<file path="config.mk">
export PLATFORM = sky130hd
export DESIGN_NAME = hz_ctrl
export DESIGN_NICKNAME = d
export VERILOG_FILES = /design/src/rtl/hz_pkg.sv /design/src/rtl/hz_detect.sv /design/src/rtl/hz_fsm.sv /design/src/rtl/hz_pcsel.sv /design/src/rtl/hz_ctrl.sv
export SDC_FILE = /design/constraint.sdc
export NUM_CORES = 1
export LEC_CHECK = 0
export ABC_AREA = 1
export BUFFER_PORTS_ARGS = -buffer_cell sky130_fd_sc_hd__buf_2
export CORE_AREA = 2 2 115 117
export CTS_BUF_LIST = sky130_fd_sc_hd__clkbuf_16
export DETAILED_ROUTE_END_ITERATION = 8
export DIE_AREA = 0 0 117 119
export SLEW_MARGIN = 25
export SYNTH_ARGS = -nofsm -noshare
export SYNTH_HDL_FRONTEND = slang
export SYNTH_SLANG_ARGS = --single-unit
</file>
<file path="constraint.sdc">
create_clock -name clk -period 2.35 [get_ports clk]
set_clock_uncertainty 0.05 [all_clocks]
set_input_delay 0.235 -clock clk [delete_from_list [all_inputs] [get_ports clk]]
set_output_delay 0.235 -clock clk [all_outputs]
set_load 0.005 [all_outputs]
</file>
<file path="src/rtl/hz_pkg.sv">
package hz_pkg;
    localparam int OP_W  = 4;
    localparam int REG_W = 4;

    localparam logic [OP_W-1:0] OP_NOP   = 4'h0;
    localparam logic [OP_W-1:0] OP_HALT  = 4'h1;
    localparam logic [OP_W-1:0] OP_ALU   = 4'h2;
    localparam logic [OP_W-1:0] OP_LOAD  = 4'h3;
    localparam logic [OP_W-1:0] OP_STORE = 4'h4;
    localparam logic [OP_W-1:0] OP_JCC   = 4'h5;
    localparam logic [OP_W-1:0] OP_RET   = 4'h6;

    localparam logic [REG_W-1:0] REG_NONE = '1;

    localparam logic [1:0] SEL_PRED = 2'd0;
    localparam logic [1:0] SEL_FALL = 2'd1;
    localparam logic [1:0] SEL_RET  = 2'd2;

    typedef enum logic [1:0] {
        ST_RUN    = 2'd0,
        ST_DRAIN  = 2'd1,
        ST_HALTED = 2'd2
    } hz_state_e;
endpackage

</file>
<file path="src/rtl/hz_detect.sv">
module hz_detect
    import hz_pkg::*;
#(
    parameter int NSRC = 2
) (
    input  logic [OP_W-1:0]             d_op,
    input  logic [OP_W-1:0]             e_op,
    input  logic [OP_W-1:0]             m_op,
    input  logic                        e_cnd,
    input  logic [NSRC-1:0][REG_W-1:0]  d_srcs,
    input  logic [REG_W-1:0]            e_dst,
    output logic                        mispredict,
    output logic                        load_use,
    output logic                        ret_busy,
    output logic                        halt_dec
);
    localparam int NRET = 3;

    logic [NRET-1:0][OP_W-1:0] ret_ops;
    logic [NRET-1:0]           ret_hit;
    logic [NSRC-1:0]           src_hit;

    assign ret_ops = {m_op, e_op, d_op};

    generate
        for (genvar s = 0; s < NRET; s++) begin : g_ret
            assign ret_hit[s] = (ret_ops[s] == OP_RET);
        end
        for (genvar k = 0; k < NSRC; k++) begin : g_src
            assign src_hit[k] = (d_srcs[k] == e_dst);
        end
    endgenerate

    always_comb begin
        mispredict = (e_op == OP_JCC) && !e_cnd;
        load_use   = (e_op == OP_LOAD) && (e_dst != REG_NONE) && (|src_hit);
        ret_busy   = |ret_hit;
        halt_dec   = (d_op == OP_HALT);
    end
endmodule

</file>
<file path="src/rtl/hz_fsm.sv">
module hz_fsm
    import hz_pkg::*;
(
    input  logic      clk,
    input  logic      rst_n,
    input  logic      halt_enter,
    input  logic      halt_at_wb,
    output hz_state_e state
);
    hz_state_e state_nx;

    always_comb begin
        state_nx = state;
        unique case (state)
            ST_RUN:    if (halt_enter) state_nx = ST_DRAIN;
            ST_DRAIN:  if (halt_at_wb) state_nx = ST_HALTED;
            ST_HALTED: state_nx = ST_HALTED;
            default:   state_nx = ST_RUN;
        endcase
    end

    always_ff @(posedge clk or negedge rst_n) begin
        if (!rst_n) state <= ST_RUN;
        else        state <= state_nx;
    end
endmodule

</file>
<file path="src/rtl/hz_pcsel.sv">
module hz_pcsel
    import hz_pkg::*;
#(
    parameter int PC_W = 64
) (
    input  logic [1:0]      sel,
    input  logic [PC_W-1:0] pred_pc,
    input  logic [PC_W-1:0] fall_pc,
    input  logic [PC_W-1:0] ret_pc,
    output logic [PC_W-1:0] fetch_pc
);
    always_comb begin
        unique case (sel)
            SEL_FALL: fetch_pc = fall_pc;
            SEL_RET:  fetch_pc = ret_pc;
            default:  fetch_pc = pred_pc;
        endcase
    end
endmodule

</file>
<file path="src/rtl/hz_ctrl.sv">
module hz_ctrl
    import hz_pkg::*;
#(
    parameter int PC_W = 64
) (
    input  logic             clk,
    input  logic             rst_n,
    input  logic [3:0]       d_op,
    input  logic [3:0]       e_op,
    input  logic [3:0]       m_op,
    input  logic [3:0]       w_op,
    input  logic             e_cnd,
    input  logic [3:0]       d_src_a,
    input  logic [3:0]       d_src_b,
    input  logic [3:0]       e_dst_mem,
    input  logic [PC_W-1:0]  pred_pc,
    input  logic [PC_W-1:0]  fall_pc,
    input  logic [PC_W-1:0]  ret_pc,
    output logic             f_stall,
    output logic             d_stall,
    output logic             d_bubble,
    output logic             e_bubble,
    output logic             w_stall,
    output logic [1:0]       pc_sel,
    output logic [PC_W-1:0]  fetch_pc,
    output logic             halted
);
    logic      mispredict, load_use, ret_busy, halt_dec;
    logic      halt_enter, halt_at_wb;
    hz_state_e state;

    hz_detect #(.NSRC(2)) u_detect (
        .d_op       (d_op),
        .e_op       (e_op),
        .m_op       (m_op),
        .e_cnd      (e_cnd),
        .d_srcs     ({d_src_b, d_src_a}),
        .e_dst      (e_dst_mem),
        .mispredict (mispredict),
        .load_use   (load_use),
        .ret_busy   (ret_busy),
        .halt_dec   (halt_dec)
    );

    assign halt_enter = halt_dec && !mispredict && !load_use && !ret_busy;
    assign halt_at_wb = (w_op == OP_HALT);

    hz_fsm u_fsm (
        .clk        (clk),
        .rst_n      (rst_n),
        .halt_enter (halt_enter),
        .halt_at_wb (halt_at_wb),
        .state      (state)
    );

    // Output decode: priority mispredict > load-use > return > halt.
    always_comb begin
        f_stall  = 1'b0;
        d_stall  = 1'b0;
        d_bubble = 1'b0;
        e_bubble = 1'b0;
        w_stall  = 1'b0;
        pc_sel   = SEL_PRED;
        halted   = 1'b0;
        unique case (state)
            ST_RUN: begin
                if (mispredict) begin
                    d_bubble = 1'b1;
                    e_bubble = 1'b1;
                    pc_sel   = SEL_FALL;
                end else begin
                    if (load_use) begin
                        f_stall  = 1'b1;
                        d_stall  = 1'b1;
                        e_bubble = 1'b1;
                    end else if (ret_busy || halt_dec) begin
                        f_stall  = 1'b1;
                        d_bubble = 1'b1;
                    end
                    if (w_op == OP_RET) pc_sel = SEL_RET;
                end
            end
            ST_DRAIN: begin
                f_stall  = 1'b1;
                d_bubble = 1'b1;
                w_stall  = halt_at_wb;
            end
            ST_HALTED: begin
                f_stall  = 1'b1;
                d_stall  = 1'b1;
                e_bubble = 1'b1;
                w_stall  = 1'b1;
                halted   = 1'b1;
            end
            default: begin
                f_stall = 1'b1;
            end
        endcase
    end

    hz_pcsel #(.PC_W(PC_W)) u_pcsel (
        .sel      (pc_sel),
        .pred_pc  (pred_pc),
        .fall_pc  (fall_pc),
        .ret_pc   (ret_pc),
        .fetch_pc (fetch_pc)
    );
endmodule

</file>
==> run metrics <==
status=finished clean; port bufs=294; clock share of power=0.173; proportion of register bits with asynchronous set or reset after synthesis=1.00; power density over the cells=365 nW/µm²; max capacitance violation total=0; multi-input logic area=1720 µm²; Final Hold Vio Count=0; largest net degree at the start of global routing=36; cell count after synthesis=388; Synth Register Bits=2; post-synth cell types=22; top register by number of flip-flops=u_fsm.state; ratio of cells with drive above 1 in the final layout=0.556; worst-case register-to-register setup slack=0.98 ns; share of synthesized area occupied by flip-flops and latches=0.0282; count of final setup violators=0; final wirelength=10.9 mm; boundary pin count=295; last weighted congestion value of the routability-driven placer=0.896; largest vdd supply drop=0.369 mV; data required time of the worst path=2.07 ns; critical path fanouts, max=7; max-slew headroom at the worst pin=0.787; transition at the pin with the smallest max-transition slack=0.318 ns; number of enable-type register cells in the synthesized netlist=0; overall routing resource usage=0.130; cell at the root of the clock tree=clkbuf_16; max layer used=met4; worst path arrival time=2.06 ns; starting density of the core=0.138; nets=915; violation count after the first detailed-routing iteration=217; flip-flop count of the largest register, all copies and words added=2; cell leakage power=2.19 nW; via count of the first global-routing pass=3265; depth of the most critical reg-to-reg path=9; signed area change from the synthesized netlist to the final layout=129%; RSZ-0062 raised after global routing=yes; critical-path cell with the highest stage delay=dfrtp_1; critical path start-end classification=reg -> out; Max clock buf depth=2; cell area after synthesis=1780 µm²; biggest regs=u_fsm.state: 2 flops; Flop pwr share=0.043; worst skew pair latency=0.22 ns; estimated wirelength of the detail-placed design=7.78 mm; DRC Markers=0; clock-pin slew reported for the worst setup and hold paths after clock tree synthesis=0.03 ns; wl on met1=4.31 mm; Tcrit/Tclk final=0.998; # H-tree levels=1; Comb pwr share=0.784; area of the die=13900 µm²; P_int=0.866 mW; Max Transition Viols Final=0; total number of vias=3694; total instance count after detailed placement=841; count of fill cells added during filler insertion=1431; antenna violations before repair=0; largest stage delay on the critical path=0.38 ns; CTS Sinks=2; Inserted Clock Buffers=3; Period minus WS final=2.35 ns; Synth Area per Inst=4.58 µm²; routed wire length per instance=12.6 µm; overall overflow remaining after global route=0; placement row count=42; switching share of total power=0.415; element type at the critical path start=flip-flop; endpoint kind of the worst setup timing path=output port; detailed-router iteration count before antenna repair=4; antenna-violating nets left=0; Sw Pwr=0.615 mW; net count after synthesis=617; CTS tree=built; post-route standard cell area excluding fillers=4060 µm²; cell area reported after detailed placement=3540 µm²; count of inserted antenna diode cells=0; detail-routed via count per cell=4.30; global-route wire length before repair=15.0 mm; horizontal die dimension=117 µm; most used flip-flop cell after synthesis=dfrtp_1; final standard cell count with taps included and fillers excluded=860; DR WL met2=5.57 mm; yosys synthesis warning count=0; CORE AREA=12900 µm²; worst min path class=in -> async; maximum achievable frequency=0.426 GHz; amount of wire on met3 after detailed routing=855 µm; cell breakdown of the critical path=inv_2 > ha_4 > inv_4 > nor2_4 > inv_2 > ha_4 > inv_8 > buf_12 > clkbuf_16 > nor2_2 > a21oi_1 > buf_2; Die Y=119 µm; sequential standard cell area=50.0 µm²
-- critical path, delay by kind of cell (launching register included) --
family,cells,cell delay [ns]
AOI/OAI and AO/OA,1,0.04
adders and majority gates,2,0.54
buffers and inverters,7,0.69
DFF,1,0.38
and+or+nand+nor,2,0.19
-- area by class of cell --
cell class,count,share of cell area
well taps,176,0.0542
repair buffers,320,0.467
multi-input cells,336,0.424
inverters,23,0.0237
clock buffers,3,0.0185
flip-flops and latches,2,0.0123
-- power by group through the flow --
stage,Combinational [mW],Clock (mW),Sequential (mW)
3_5_place_dp,0.944,0,0.0649
6_report,1.16,0.256,0.0638
4_1_cts,1.04,0.258,0.0638
3_3_place_gp,0.945,0,0.0642
5_1_grt,1.29,0.264,0.0649
2_1_floorplan,0.446,0,0.0631
-- timing repair --
action / in CTS / in global routing
gates cloned: 2 / 5
hold buffers: 1 / 0
pin swaps: 3 / 6
endpoints found under the setup margin: 64 / 64
setup buffers: 4 / 5
hold endpoints to repair: 2 / 0
resized for setup: 9 / 56
-- stage by stage --
stage | util | setup TNS, ns | hold WS, ns | setup slack, ns | power, mW
finish | 0.316 | 0 | 0.295 | 0.00471 | 1.48
global route | 0.316 | -1.42 | 0.305 | -0.0770 | 1.62
CTS | 0.291 | 0 | 0.283 | 0.00213 | 1.37
detailed placement | 0.275 | 0 | -0.0243 | 0.0657 | 1.01
global placement | 0.275 | 0 | -0.0262 | 0.0780 | 1.01
floorplan | - | 0 | -0.111 | 0.0107 | 0.509
-- cell families (layout without fill, tap and decap cells) --
logic type | Yosys count | count (layout) | share of synthesized area
adders and majority gates | 6 | 6 | 0.0423
DFF | 2 | 2 | 0.0282
and+or+nand+nor | 198 | 198 | 0.446
AOI/OAI and AO/OA | 132 | 132 | 0.376
buffers and inverters | 50 | 346 | 0.108
-- cell usage after synthesis, types with 2 or more instances --
cell type	count	area [µm²]
ha_1	6	75.1
buf_2	3	15.0
inv_2	4	15.0
nand3_1	9	45.0
nor3_1	3	15.0
dfrtp_1	2	50.1
inv_1	19	71.3
nor2_1	77	289
buf_1	13	48.8
nand2_1	101	379
nand2_2	3	18.8
clkbuf_1	11	41.3
a21oi_1	128	641
-- cell usage in the layout, fill, tap and decap left out, drive strengths merged --
cell         Yosys  final
and3             1      1
nand3            9      9
nand4            1      1
o21ai            1      1
buf             16    316
a21oi          129    129
inv             23     23
nor4b            1      1
a21boi           1      1
dfrtp            2      2
dlygate4sd3      0      1
a31oi            1      1
nor3             3      3
clkbuf          11      6
nand2          105    105
ha               6      6
nor2            78     78
-- layer usage --
metal | up-vias | global-route usage
met3 | 12 | 0.0137
li1 | 1861 | -
met4 | 0 | 0.0235
met5 | - | 0
met1 | 1631 | 0.156
met2 | 190 | 0.247
-- final timing paths --
kind,from,end
worst max-delay path,u_fsm.state[0]$_DFFE_PN0P_,fetch_pc[16]
worst min-delay path,rst_n,u_fsm.state[1]$_DFFE_PN0P_
worst max register to register,u_fsm.state[1]$_DFFE_PN0P_,u_fsm.state[0]$_DFFE_PN0P_
worst min register to register,u_fsm.state[1]$_DFFE_PN0P_,u_fsm.state[1]$_DFFE_PN0P_
max in group asynchronous,rst_n,u_fsm.state[0]$_DFFE_PN0P_
min in group clk,d_op[2],u_fsm.state[1]$_DFFE_PN0P_
(Power assumes the default switching activity.)
